[src/rtl/evc_pkg.sv]
package evc_pkg;
  localparam int THR_W     = 8;
  localparam int SEL_W     = 8;
  localparam int MASK_W    = 8;
  localparam int CTRL_W    = 32;
  localparam int B_THR_LO  = 24;
  localparam int B_EN      = 22;
  localparam int B_OVEN    = 20;
  localparam int B_EDGE    = 18;
  localparam int B_CLR     = 17;
  localparam int B_MASK_LO = 8;
  localparam int B_SEL_LO  = 0;

  typedef enum logic [1:0] {
    RA_CTRL = 2'd0,
    RA_DATA = 2'd1,
    RA_STS  = 2'd2,
    RA_NONE = 2'd3
  } reg_addr_e;

  typedef struct packed {
    logic [THR_W-1:0]  thr;
    logic              en;
    logic              ov_en;
    logic              edge_en;
    logic [MASK_W-1:0] umask;
    logic [SEL_W-1:0]  evsel;
  } ctrl_t;

  function automatic ctrl_t ctrl_unpack(input logic [CTRL_W-1:0] w);
    ctrl_t c;
    c.thr     = w[B_THR_LO +: THR_W];
    c.en      = w[B_EN];
    c.ov_en   = w[B_OVEN];
    c.edge_en = w[B_EDGE];
    c.umask   = w[B_MASK_LO +: MASK_W];
    c.evsel   = w[B_SEL_LO +: SEL_W];
    return c;
  endfunction

  function automatic logic [CTRL_W-1:0] ctrl_pack(input ctrl_t c);
    logic [CTRL_W-1:0] w;
    w = '0;
    w[B_THR_LO +: THR_W]   = c.thr;
    w[B_EN]                = c.en;
    w[B_OVEN]              = c.ov_en;
    w[B_EDGE]              = c.edge_en;
    w[B_MASK_LO +: MASK_W] = c.umask;
    w[B_SEL_LO +: SEL_W]   = c.evsel;
    return w;
  endfunction
endpackage

[src/rtl/evc_select.sv]
module evc_select import evc_pkg::*; #(
  parameter int NUM_EVENTS = 2,
  parameter int LANES      = 8,
  parameter int LANE_W     = 2,
  parameter int INC_W      = 6,
  localparam int BANK_W    = NUM_EVENTS * LANES * LANE_W,
  localparam int NLANE     = NUM_EVENTS * LANES
) (
  input  logic [BANK_W-1:0] ev_bank,
  input  logic [SEL_W-1:0]  evsel,
  input  logic [MASK_W-1:0] umask,
  output logic [INC_W-1:0]  inc
);
  logic [INC_W-1:0] lane_v [NLANE];

  for (genvar g = 0; g < NUM_EVENTS; g++) begin : g_grp
    for (genvar l = 0; l < LANES; l++) begin : g_lane
      assign lane_v[g*LANES+l] = ((evsel == SEL_W'(g)) && umask[l])
                                 ? INC_W'(ev_bank[(g*LANES+l)*LANE_W +: LANE_W])
                                 : '0;
    end
  end

  always_comb begin
    inc = '0;
    for (int i = 0; i < NLANE; i++) inc = inc + lane_v[i];
  end
endmodule

[src/rtl/evc_qualify.sv]
module evc_qualify import evc_pkg::*; #(
  parameter int INC_W  = 6,
  localparam int CMP_W = (INC_W > THR_W) ? INC_W : THR_W
) (
  input  logic             clk,
  input  logic             rst_n,
  input  logic [THR_W-1:0] thr,
  input  logic             edge_en,
  input  logic [INC_W-1:0] inc,
  output logic [INC_W-1:0] step
);
  logic thr_on, hit, prev_q, prev_d;

  always_comb begin
    thr_on = (thr != '0);
    hit    = thr_on && (CMP_W'(inc) >= CMP_W'(thr));
    prev_d = hit;
    if (!thr_on)      step = inc;
    else if (edge_en) step = INC_W'(hit && !prev_q);
    else              step = INC_W'(hit);
  end

  always_ff @(posedge clk or negedge rst_n) begin
    if (!rst_n) prev_q <= 1'b0;
    else        prev_q <= prev_d;
  end

  p_unit_step_r6: assert property (@(posedge clk) disable iff (!rst_n)
    (thr != '0) |-> (step <= INC_W'(1)));
  p_no_repeat_edge_r7: assert property (@(posedge clk) disable iff (!rst_n)
    ((thr != '0) && edge_en && $past(hit)) |-> (step == '0));
endmodule

[src/rtl/evc_accum.sv]
module evc_accum #(
  parameter int CNT_W = 44,
  parameter int INC_W = 6
) (
  input  logic             clk,
  input  logic             rst_n,
  input  logic             load,
  input  logic [CNT_W-1:0] load_val,
  input  logic             clr,
  input  logic             cnt_en,
  input  logic [INC_W-1:0] step,
  input  logic             ov_en,
  input  logic             sts_clr,
  output logic [CNT_W-1:0] cnt,
  output logic             ovf_sts,
  output logic             ovf_msg
);
  logic [CNT_W-1:0] cnt_q, cnt_d;
  logic             sts_q, sts_d, msg_q, msg_d, carry;
  logic [CNT_W:0]   sum;

  always_comb begin
    sum   = {1'b0, cnt_q} + (CNT_W+1)'(step);
    cnt_d = cnt_q;
    carry = 1'b0;
    if (load)        cnt_d = load_val;
    else if (clr)    cnt_d = '0;
    else if (cnt_en) {carry, cnt_d} = sum;
    msg_d = carry && ov_en;
    sts_d = (sts_q && !sts_clr) || msg_d;
  end

  always_ff @(posedge clk or negedge rst_n) begin
    if (!rst_n) begin
      cnt_q <= '0;
      sts_q <= 1'b0;
      msg_q <= 1'b0;
    end else begin
      cnt_q <= cnt_d;
      sts_q <= sts_d;
      msg_q <= msg_d;
    end
  end

  assign cnt     = cnt_q;
  assign ovf_sts = sts_q;
  assign ovf_msg = msg_q;

  p_hold_r8: assert property (@(posedge clk) disable iff (!rst_n)
    (!load && !clr && !cnt_en) |=> $stable(cnt_q));
  p_load_wins_r13: assert property (@(posedge clk) disable iff (!rst_n)
    load |=> (cnt_q == $past(load_val)));
  p_clear_r9: assert property (@(posedge clk) disable iff (!rst_n)
    (clr && !load) |=> (cnt_q == '0));
  p_msg_single_r11: assert property (@(posedge clk) disable iff (!rst_n)
    msg_q |=> !msg_q);
  p_msg_flag_r11: assert property (@(posedge clk) disable iff (!rst_n)
    msg_q |-> sts_q);
  p_sticky_r12: assert property (@(posedge clk) disable iff (!rst_n)
    (sts_q && !sts_clr) |=> sts_q);
endmodule

[src/rtl/evc_slice.sv]
module evc_slice import evc_pkg::*; #(
  parameter int NUM_EVENTS = 2,
  parameter int LANES      = 8,
  parameter int LANE_W     = 2,
  parameter int CNT_W      = 44,
  parameter int REG_W      = 64,
  localparam int BANK_W    = NUM_EVENTS * LANES * LANE_W,
  localparam int INC_W     = LANE_W + $clog2(LANES + 1)
) (
  input  logic              clk,
  input  logic              rst_n,
  input  logic [BANK_W-1:0] ev_bank,
  input  logic              freeze,
  input  logic              reg_wr,
  input  logic [1:0]        reg_addr,
  input  logic [REG_W-1:0]  reg_wdata,
  output logic [REG_W-1:0]  reg_rdata,
  output logic              ovf_msg
);
  logic [1:0]       rst_sync_q;
  logic             rst_n_i;
  ctrl_t            ctrl_q, ctrl_d;
  reg_addr_e        ra;
  logic             wr_ctrl, wr_data, wr_sts, cnt_clr;
  logic [INC_W-1:0] inc, step;
  logic [CNT_W-1:0] cnt;
  logic             ovf_sts;
  logic             wdata_unused;

  always_ff @(posedge clk or negedge rst_n) begin
    if (!rst_n) rst_sync_q <= 2'b00;
    else        rst_sync_q <= {rst_sync_q[0], 1'b1};
  end
  assign rst_n_i = rst_sync_q[1];

  always_comb begin
    ra      = reg_addr_e'(reg_addr);
    wr_ctrl = reg_wr && (ra == RA_CTRL);
    wr_data = reg_wr && (ra == RA_DATA);
    wr_sts  = reg_wr && (ra == RA_STS) && reg_wdata[0];
    cnt_clr = wr_ctrl && reg_wdata[B_CLR];
    ctrl_d  = wr_ctrl ? ctrl_unpack(reg_wdata[CTRL_W-1:0]) : ctrl_q;
  end

  always_ff @(posedge clk or negedge rst_n_i) begin
    if (!rst_n_i) ctrl_q <= '0;
    else          ctrl_q <= ctrl_d;
  end

  assign wdata_unused = ^reg_wdata[REG_W-1:CNT_W];

  evc_select #(
    .NUM_EVENTS(NUM_EVENTS), .LANES(LANES), .LANE_W(LANE_W), .INC_W(INC_W)
  ) i_select (
    .ev_bank(ev_bank), .evsel(ctrl_q.evsel), .umask(ctrl_q.umask), .inc(inc)
  );

  evc_qualify #(.INC_W(INC_W)) i_qualify (
    .clk(clk), .rst_n(rst_n_i), .thr(ctrl_q.thr), .edge_en(ctrl_q.edge_en),
    .inc(inc), .step(step)
  );

  evc_accum #(.CNT_W(CNT_W), .INC_W(INC_W)) i_accum (
    .clk(clk), .rst_n(rst_n_i), .load(wr_data), .load_val(reg_wdata[CNT_W-1:0]),
    .clr(cnt_clr), .cnt_en(ctrl_q.en && !freeze), .step(step),
    .ov_en(ctrl_q.ov_en), .sts_clr(wr_sts), .cnt(cnt), .ovf_sts(ovf_sts),
    .ovf_msg(ovf_msg)
  );

  always_comb begin
    unique case (ra)
      RA_CTRL: reg_rdata = REG_W'(ctrl_pack(ctrl_q));
      RA_DATA: reg_rdata = REG_W'(cnt);
      RA_STS:  reg_rdata = REG_W'(ovf_sts);
      default: reg_rdata = '0;
    endcase
  end

  p_freeze_hold_r8: assert property (@(posedge clk) disable iff (!rst_n_i)
    (freeze && !reg_wr) |=> $stable(cnt));
  p_reset_quiet_r1: assert property (@(posedge clk) disable iff (!rst_n_i)
    $rose(rst_n_i) |-> (!ovf_msg && !ovf_sts));
endmodule

[config.mk]
export PLATFORM = sky130hd
export DESIGN_NAME = evc_slice
export DESIGN_NICKNAME = d
export VERILOG_FILES = /design/src/rtl/evc_pkg.sv /design/src/rtl/evc_select.sv /design/src/rtl/evc_qualify.sv /design/src/rtl/evc_accum.sv /design/src/rtl/evc_slice.sv
export SDC_FILE = /design/constraint.sdc
export NUM_CORES = 1
export LEC_CHECK = 0
export ABC_AREA = 0
export ABC_CLOCK_PERIOD_IN_PS = 2150
export BUFFER_PORTS_ARGS = -buffer_cell sky130_fd_sc_hd__buf_2
export CAP_MARGIN = 20
export CORE_MARGIN = 3
export CORE_UTILIZATION = 49
export DETAILED_ROUTE_END_ITERATION = 16
export PLACE_DENSITY_LB_ADDON = 0.2
export SYNTH_ARGS = -nofsm -noshare
export SYNTH_HDL_FRONTEND = slang
export SYNTH_SLANG_ARGS = --single-unit
[constraint.sdc]
create_clock -name clk -period 2.15 [get_ports clk]
set_input_delay 0.215 -clock clk [delete_from_list [all_inputs] [get_ports clk]]
set_output_delay 0.215 -clock clk [all_outputs]
set_load 0.02 [all_outputs]
# After elaboration in Yosys (flattened, before gate mapping)
# Cells that the tools add are included.
# Widths: inputs -> output; s select.
dict set report word_totals {
  inputBits 102
  elab_cells 90
  reg_bits 76
  output_inout_bits 65
}
dict set report op_classes {
  n_lt_le_gt_ge 1
  n_mux 25
  n_reduce_logical 34
  add_sub_neg 16
  eq_ne 3
}
# cell n
set ops {}
lappend ops {{$mux 44} 3}
lappend ops {{$pmux 44 s3} 1}
lappend ops {{$add 6x6->6} 15}
lappend ops {{$add 44x6->45} 1}
lappend ops {{$mux 2} 16}
lappend ops {{$logic_and 1x1->1} 26}
lappend ops {{$eq 8x1->1 const B} 1}
lappend ops {{$ge 6x8->1} 1}
lappend ops {{$logic_not 8->1} 1}
lappend ops {{$reduce_bool 8->1} 1}
lappend ops {{$mux 6} 1}
lappend ops {{$mux 1} 4}
lappend ops {{$logic_not 1->1} 3}
lappend ops {{$reduce_bool 3->1} 1}
lappend ops {{$eq 2x1->1 const B} 1}
lappend ops {{$eq 2x2->1 const B} 1}
lappend ops {{$logic_not 2->1} 1}
lappend ops {{$logic_or 1x1->1} 1}

# Depth between registers and ports, before layout
# Gate-level depths: netlist of the first run.
dict set report logic_depth {
  depth_word 29
  ltp_mapped 31
  mapped_depth_nobuf 29
}

# Modules after synthesis
# Synthesis of the first run repeated with hierarchy kept, for this count alone.
dict set report hier_totals {
  cells_unflattened 684
  hier_area_um2 6241.0
}
# module cells_per_inst instances seq_area_each_um2 area_each_um2
set by_module_without_submodules {}
lappend by_module_without_submodules {evc_accum 362 1 1151.1 3089.2}
lappend by_module_without_submodules {evc_slice 166 1 725.7 1784.2}
lappend by_module_without_submodules {evc_select 122 1 0.0 1103.6}
lappend by_module_without_submodules {evc_qualify 34 1 25.0 264.0}

# Worst setup path after synthesis of the first run
# Ideal clock, no wire load.
dict set report synth_timing {
  path_type {register to register}
  start {register ctrl_q[4] (netlist bit)}
  end {register i_accum.cnt_q[34], in the netlist i_accum.cnt[34]}
  t_arrival_ps 7268
  period_less_slack_ps 7390
  path_slack_ps -5240
  t_required_ps 2028
  path_stages_with_launch 28
  setup_time_ps 122
  n_path_buf 1
  path_cell_list {dfrtp_1 > nor4_1 > nand2_1 > nor2_1 > clkbuf_1 > nand3_1 > fa_1 > inv_1 > fa_1 > fa_1 > fa_1 > inv_1 > fa_1 > inv_1 > ha_1 > fa_1 > a21o_1 > a21o_1 > ha_1 > nand3_1 > o21ai_0 > ha_1 > fa_1 > a21oi_1 > o211ai_1 > nand2_4 > or4_1 > a32o_1}
}
dict set report synth_via {
  elab_chain_len 27
  word_cells_on_any_way 58
  classes_between {add/sub (16); order compare (1); eq/ne (1); mux (21); reduce/logical (19)}
}
# item line
set synth_lines {}
lappend synth_lines {{start, declared} evc_slice.sv:22} ;# ctrl_t ctrl_q, ctrl_d;
lappend synth_lines {{start signal, assigned} evc_slice.sv:47} ;# else ctrl_q <= ctrl_d;
lappend synth_lines {{$logic_not 8->1} evc_select.sv:18} ;# assign lane_v[g*LANES+l] = ((evsel == SEL_W'(g)) && umask[l])
lappend synth_lines {{$logic_and 1x1->1} evc_select.sv:18}
lappend synth_lines {{$mux 2} evc_select.sv:19} ;# ? INC_W'(ev_bank[(g*LANES+l)*LANE_W +: LANE_W])
lappend synth_lines {{$add 6x6->6 (14 in series)} evc_select.sv:26} ;# for (int i = 0; i < NLANE; i++) inc = inc + lane_v[i];
lappend synth_lines {{$add 6x6->6 *} evc_select.sv:26}
lappend synth_lines {{$ge 6x8->1} evc_qualify.sv:16} ;# hit = thr_on && (CMP_W'(inc) >= CMP_W'(thr));
lappend synth_lines {{$logic_and 1x1->1} evc_qualify.sv:16}
lappend synth_lines {{$logic_and 1x1->1} evc_qualify.sv:19} ;# else if (edge_en) step = INC_W'(hit && !prev_q);
lappend synth_lines {{$mux 1} evc_qualify.sv:19}
lappend synth_lines {{$mux 6 *} evc_qualify.sv:18} ;# if (!thr_on) step = inc;
lappend synth_lines {{$add 44x6->45 *} evc_accum.sv:23} ;# sum = {1'b0, cnt_q} + (CNT_W+1)'(step);
lappend synth_lines {{$mux 44 *} evc_accum.sv:28} ;# else if (cnt_en) {carry, cnt_d} = sum;
lappend synth_lines {{$mux 44 *} evc_accum.sv:27} ;# else if (clr) cnt_d = '0;
lappend synth_lines {{$mux 44 *} evc_accum.sv:26} ;# if (load) cnt_d = load_val;
lappend synth_lines {{end signal, assigned} evc_accum.sv:39} ;# cnt_q <= cnt_d;
lappend synth_lines {{end, declared} evc_accum.sv:18} ;# logic [CNT_W-1:0] cnt_q, cnt_d;
# Mark *: on every way between the ends. The rest lies on a longest branch, timed or not. The select of a mux whose other input is x is not followed.
# A chain may end at the register's enable or synchronous reset.

# Worst setup path in the final report of the first run
dict set report layout_timing {
  start {register ctrl_q[4] (netlist bit)}
  end {register i_accum.cnt_q[38], in the netlist i_accum.cnt[38]}
}
# Same word-level chain as after synthesis.

==> results of run 1 <==
==> power by group <==
group / switching (W) / internal, W
sequential: 0.000193 / 0.00161
clock: 0.000619 / 0.000956
combinational: 0.000889 / 0.000757
==> metal layers <==
metal  wire, µm  part of all wire  track usage  vias up
met4        502             0.021       0.0909        0
met5          0                 0            0        -
met2      11900              0.48        0.536      377
met1      10200              0.42        0.451     3481
li1           -                 -            -     3163
met3       1910             0.078       0.0617       38
==> repair_timing <==
| action | in CTS | in global routing |
|---|---|---|
| buffers inserted | 17 | 7 |
| hold buffers | 1 | 0 |
| pin swaps | 21 | 45 |
| hold endpoints to repair | 2 | 0 |
| gates cloned | 2 | 1 |
| gates resized for setup | 52 | 84 |
| setup endpoints to repair | 47 | 47 |
==> worst max path at each step <==
stage | start | depth (start not counted) | slack, ns | to
after floorplan | ctrl_q[7] | 28 | -4.78 | i_accum.cnt[22]
after global placement | ctrl_q[7] | 28 | -5.03 | i_accum.cnt[28]
after detailed placement | ctrl_q[1] | 30 | -5.20 | i_accum.cnt[28]
after CTS | ctrl_q[7] | 29 | -5.06 | i_accum.cnt[28]
after global routing | ctrl_q[4] | 29 | -5.41 | i_accum.cnt[38]
final | ctrl_q[4] | 29 | -5.16 | i_accum.cnt[38]
==> cell type report <==
| class | instances | area share |
|---|---|---|
| Clock buffer | 13 | 0.0275 |
| Clock inverter | 2 | 0.00370 |
| Inverter | 46 | 0.0182 |
| Multi-Input combinational cell | 572 | 0.501 |
| Sequential cell | 76 | 0.201 |
| Tap cell | 172 | 0.0227 |
| Timing Repair Buffer | 309 | 0.226 |
==> worst reg2reg max path, delay by kind of cell, from the launching register on <==
family	cells	cell delay, ns
adder cells (fa/ha/maj)	10	3.65
AND/OR/NAND/NOR	7	1.42
AO/OA/AOI/OAI	5	0.95
buffers and inverters	6	0.62
flip-flops	1	0.41
XOR/XNOR	1	0.17
==> stage by stage <==
stage               power [W]  area [µm²]
global route          0.00524        9470
detailed placement    0.00330        8300
CTS                   0.00492        9010
global placement      0.00327        8300
floorplan             0.00255        6580
finish                0.00503        9470
==> sequential cells by signal, summed over array words and instances, names as in the netlist <==
name	flops
rst_sync_q	2
i_accum.cnt	44
i_accum.ovf_msg	1
i_qualify.prev_q	1
i_accum.ovf_sts	1
ctrl_q	27
==> placed cells by master (no fill, tap or decap), types with 5 or more instances in the layout <==
cell type    n
buf_4      161
buf_2      126
dfrtp_1     75
nor2_1      55
nand2_1     54
inv_1       42
a21oi_1     36
mux2i_1     28
and2_1      28
nand4_1     24
nand3_1     23
mux2_2      23
conb_1      21
fa_1        20
and3_1      16
ha_1        16
buf_6       16
o21ai_0     15
nor3_1      11
o21ai_1     11
clkbuf_16    9
nand3_2      8
a21oi_2      8
fa_2         7
o21ai_2      6
nand3_4      6
xor2_1       6
a221oi_2     6
nor4_4       5
nand2b_1     5
nor4_1       5
a22oi_2      5
a211oi_2     5
a31oi_1      5
==> logic make-up after synthesis <==
logic type	after synthesis	synth area share
and+or+nand+nor	288	0.243
xor gates and xnor gates	11	0.0151
buffers and inverters	104	0.0745
other	2	0.00118
DFF	76	0.298
AOI/OAI and AO/OA	154	0.160
muxes	51	0.0845
adders and majority gates	47	0.124
==> results.tsv, run 1 <==
stage	metric	value	unit
clock_network	# H-tree levels	3	
synth	mean post-synth cell area	8.71	µm²
worst_setup_path	reg2reg setup slack	-5.16	ns
floorplanning	I/O pins	167	
global_routing	total gr overflow	0	
worst_setup_path	most frequent CP cell	fa_1	
global_routing	largest net degree at the start of global routing	46	
run_status	failing checks	negative setup slack	
route	number of vias per cell	5.93	
run_status	status	complete, but fails checks	
worst_setup_path	CP bufs+invs	6	
hold_path	Min-Delay Startpoint	reg_wdata[12]	
global_routing	vias in the first global route	6994	
clock_network	Num CTS Buffers	9	
synth	sequential fraction of the synthesis area	0.298	
worst_setup_path	startpoint class of the critical path	flip-flop	
placed_design	Setup WS pre-CTS	-5.20	ns
run	Max Cap Viol	0	
synth	EDFF count, synth	0	
route	drt pass-1 iters	5	
worst_setup_path	cells on worst reg2reg path	29	
floorplanning	core area	0.0127	mm²
worst_setup_path	RR Endpoint	i_accum.cnt[38]	
worst_setup_path	critical path's top delay family	adder cells	
power_and_ir_drop	Peak VDD IR	0.556	mV
global_routing	global-route wire length before repair	37.1	mm
timing	worst rel slew slack	0.562	
hold_path	Hold EP	i_accum.cnt[12]	
timing	RSZ-0062 raised after global routing	true	
timing	final hold slack	0.106	ns
synth	Main synth FF type	dfrtp_1	
synth	Synth Register Bits	76	
timing	number of setup violations in the final report	47	
worst_setup_path	slowest cell on the critical path	fa_1	
clock_network	clock insertion delay at the later pin of the skew report	0.35	ns
clock_network	# clock sinks	76	
placed_design	placed insts	1149	
worst_setup_path	CP endpoint kind	flip-flop	
power_and_ir_drop	Leak Pwr	4.61	nW
placed_design	# port buffers	126	
worst_setup_path	RR Startpoint	ctrl_q[4]	
floorplanning	Die ar.	0.0144	mm²
final_layout	n_diodes	0	
clock_network	largest buffer count on any clock path	2	
worst_setup_path	CP Class	flip-flop to flip-flop	
worst_setup_path	Max FO, Critical Path	7	
final_layout	area delta synth->final	48.4	%
clock_network	CTS tree	done	
route	post-detailed-route count of antenna-violating nets	0	
final_layout	Register Area	0.00190	mm²
synth	asr flop ratio synth	1.00	
route	final WL	24.5	mm
floorplanning	Starting Density	0.504	
power_and_ir_drop	P per Cell Area	531	mW/mm²
synth	Cell Area, Synth	0.00638	mm²
timing	Highest Clock Rate	0.137	GHz
route	Vias	7059	
synth	Unique masters post-synth	72	
worst_setup_path	CP Data Required Time	2.41	ns
route	post-detailed-route DRC marker count	0	
clock_network	Root Buffer	clkbuf_16	
timing	Tmin final	7.31	ns
synth	Post-Syn Instances	733	
timing	Slew @ Worst Pin	0.657	ns
synth	post-synth top area cell	dfrtp_1	
worst_setup_path	Arr. time, crit path	7.58	ns
global_routing	initial antenna violation count	0	
worst_setup_path	CP peak stage delay	0.56	ns
route	wire per inst	20.6	µm
hold_path	min-delay worst type	primary input to flip-flop	
global_routing	gr usage total	0.329	
final_layout	Nets	1163	
timing	period utilization	3.40	
final_layout	Finished Layout Cells	1190	
synth	most frequent cells after synthesis	dfrtp_1, nand2_1, nor2_1, inv_1, a21oi_1	
timing	Worst Slack Setup Final	-5.16	ns
route	Initial DRC Count	672	
synth	Area contributors post-synth	dfrtp_1, fa_1, mux2i_1, mux2_2, ha_1	
synth	most common cell in the netlist	dfrtp_1	
floorplanning	Core Rows	41	
clock_network	Worst-path clk slew	0.06	ns
placed_design	GPL Wtd Cong	0.944	
final_layout	layout cell share with drive strength beyond 1	0.461	
placed_design	Detail Placement HPWL	17.9	mm
final_layout	Multi-input gate area	0.00475	mm²
hold_path	hold depth	3	
final_layout	Filler cells	982	
floorplanning	Die X	120	µm
timing	Layout Skew	0.00785	ns
final_layout	final core occ	0.748	
timing	Hold Fails Final Rpt	0	
timing	Final Slew Violations	0	
synth	number of synthesis warnings	0	
timing	total negative slack	-226.42	ns
floorplanning	Die Height	120	µm
synth	top cell type's share of synthesized area	0.298	
(Power assumes the default switching activity.)
==> run 2, diff against run 1 <==
Settings changed: CORE_ASPECT_RATIO from default to 1.2.
==> run 2 against run 1 <==
- the run still ends with negative setup slack left
- die area barely moved
- critical path depth rose by 2
- via count rose by 1.0%
- largest cell class unchanged
- largest power group unchanged
==> results.tsv, run 2 (synthesized netlist as in run 1, its figures left out) <==
stage	metric	value	unit	change
run_status	status	complete, but fails checks		
run_status	failing checks	negative setup slack		
floorplanning	Core Rows	45		+9.8%
global_routing	initial antenna violation count	0		unchanged
worst_setup_path	CP peak stage delay	0.58	ns	+0.02 ns
final_layout	n_diodes	0		unchanged
route	post-detailed-route count of antenna-violating nets	0		unchanged
route	post-detailed-route DRC marker count	0		unchanged
hold_path	min-delay worst type	primary input to flip-flop		
worst_setup_path	CP Data Required Time	2.37	ns	-0.04 ns
floorplanning	Die X	110	µm	-8.3%
placed_design	GPL Wtd Cong	0.936		-0.79%
clock_network	Root Buffer	clkbuf_16		
worst_setup_path	RR Endpoint	i_accum.cnt[8]		
worst_setup_path	most frequent CP cell	fa_2		
worst_setup_path	CP Class	flip-flop to flip-flop		
clock_network	# H-tree levels	3		unchanged
worst_setup_path	startpoint class of the critical path	flip-flop		
final_layout	layout cell share with drive strength beyond 1	0.460		-0.000668
timing	Slew @ Worst Pin	0.641	ns	-0.0158 ns
worst_setup_path	RR Startpoint	ctrl_q[7]		
final_layout	final core occ	0.756		+0.00795
timing	Final Slew Violations	0		unchanged
final_layout	Nets	1170		+0.60%
timing	worst rel slew slack	0.569		+0.00727
global_routing	gr usage total	0.334		+0.00485
timing	Tmin final	7.28	ns	-0.0345 ns
floorplanning	core area	0.0127	mm²	+0.42%
floorplanning	I/O pins	167		unchanged
route	drt pass-1 iters	5		unchanged
route	Vias	7131		+1.0%
timing	RSZ-0062 raised after global routing	true		
route	final WL	24.5	mm	about the same
floorplanning	Die ar.	0.0144	mm²	about the same
worst_setup_path	cells on worst reg2reg path	31		+6.9%
global_routing	vias in the first global route	6956		-0.54%
route	Initial DRC Count	501		-25%
run	Max Cap Viol	0		unchanged
placed_design	Detail Placement HPWL	17.6	mm	-1.3%
final_layout	most frequent cells in the layout	buf_4, buf_2, dfrtp_1		
power_and_ir_drop	Pwr Total	0.00513	W	+1.9%
power_and_ir_drop	Peak VDD IR	0.384	mV	-31%
hold_path	hold depth	3		unchanged
timing	final hold slack	0.109	ns	+0.00339 ns
final_layout	Largest register FFs	44		unchanged
hold_path	Hold EP	i_accum.cnt[12]		
global_routing	total gr overflow	0		unchanged
worst_setup_path	slowest cell on the critical path	fa_1		
clock_network	clock insertion delay at the later pin of the skew report	0.34	ns	about the same
timing	Worst Slack Setup Final	-5.13	ns	+0.0345 ns
worst_setup_path	Arr. time, crit path	7.50	ns	-0.08 ns
hold_path	Min-Delay Startpoint	reg_wdata[12]		
worst_setup_path	reg2reg setup slack	-5.13	ns	+0.03 ns
placed_design	# port buffers	126		unchanged
final_layout	commonest non-fill, non-tap cell in the layout	buf_4		
timing	Layout Skew	0.00591	ns	-0.00194 ns
placed_design	placed insts	1137		-1.0%
clock_network	Worst-path clk slew	0.06	ns	about the same
final_layout	Finished Layout Cells	1190		unchanged
route	number of vias per cell	5.99		+1.0%
timing	Highest Clock Rate	0.137	GHz	+0.47%
worst_setup_path	Max FO, Critical Path	7		unchanged
final_layout	Filler cells	920		-6.3%
timing	number of setup violations in the final report	47		unchanged
clock_network	largest buffer count on any clock path	2		unchanged
final_layout	area delta synth->final	50.6	%	
floorplanning	Starting Density	0.502		-0.00213
floorplanning	Die Height	131	µm	+9.1%
route	wire per inst	20.6	µm	about the same
worst_setup_path	CP endpoint kind	flip-flop		
clock_network	Num CTS Buffers	9		unchanged
power_and_ir_drop	P per Cell Area	533	mW/mm²	+0.44%
global_routing	largest net degree at the start of global routing	75		+63%
global_routing	global-route wire length before repair	36.5	mm	-1.5%
clock_network	CTS tree	done		
power_and_ir_drop	Leak Pwr	4.78	nW	+3.7%
placed_design	Setup WS pre-CTS	-5.20	ns	-0.00601 ns
timing	period utilization	3.39		-0.0161
timing	Hold Fails Final Rpt	0		unchanged
clock_network	# clock sinks	76		unchanged
-- run 2: cell count changes in the layout (fill, tap and decap cells not counted), moves of 3 or more --
cell and delta:
a21oi_2 -3, buf_12 +4, buf_4 -4, buf_6 +3, buf_8 +3, nand3_1 +4, nand3_4 -4, nor3_2 -3
-- run 2: power breakdown --
group | switching [W] | internal (W)
registers | 0.000193 | 0.00161
clock network | 0.000649 | 0.00101
logic | 0.000894 | 0.000764
total | 0.00174 | 0.00339
-- run 2: area by class of cell --
class / instances / area, µm² / area share
multi-input combinational: 574 / 4780 / 0.497
clock buffer: 9 / 225 / 0.0234
tap: 164 / 205 / 0.0213
clock inverter: 7 / 91.3 / 0.00950
inverter: 46 / 173 / 0.0180
sequential: 76 / 1900 / 0.198
timing repair buffer: 314 / 2240 / 0.233
-- run 2: timing repair --
action / 4_1_cts / 5_1_grt
hold buffers: 1 / 0
cloned: 1 / 1
endpoints found under the setup margin: 47 / 47
buffers inserted: 19 / 17
hold endpoints to repair: 2 / 0
pin swaps: 26 / 54
resized for setup: 65 / 84
-- run 2: worst max-delay path by stage --
| stage | endpoint | cells after the start | slack, ns | from |
|---|---|---|---|---|
| finish | i_accum.cnt[8] | 31 | -5.13 | ctrl_q[7] |
| CTS | i_accum.cnt[34] | 30 | -5.02 | ctrl_q[4] |
| detailed placement | i_accum.cnt[24] | 29 | -5.20 | ctrl_q[1] |
| floorplan | i_accum.cnt[22] | 28 | -4.78 | ctrl_q[7] |
| global route | i_accum.cnt[8] | 31 | -5.35 | ctrl_q[7] |
| global placement | i_accum.cnt[34] | 30 | -4.96 | ctrl_q[1] |
-- run 2: worst max-delay path, delay by kind of cell (launching register included) --
family	cells	cell delay (ns)
AO/OA/AOI/OAI	9	1.37
adder cells (fa/ha/maj)	10	3.86
buffers and inverters	8	0.90
flip-flops	1	0.41
AND/OR/NAND/NOR	4	0.61
-- run 2: through the flow --
step | TNS (ns) | area [µm²]
finish | -228.27 | 9610
global route | -238.04 | 9610
CTS | -223.63 | 9040
detailed placement | -229.25 | 8290
global placement | -219.79 | 8290
floorplan | -207.36 | 6580
-- run 2: metal layers --
metal / part of all wire / track usage / routed length, µm / vias up
met2: 0.50 / 0.581 / 12200 / 359
met5: 0 / 0 / 0 / -
met3: 0.064 / 0.0491 / 1580 / 112
met4: 0.056 / 0.167 / 1380 / 0
met1: 0.38 / 0.401 / 9300 / 3477
li1: - / - / - / 3183
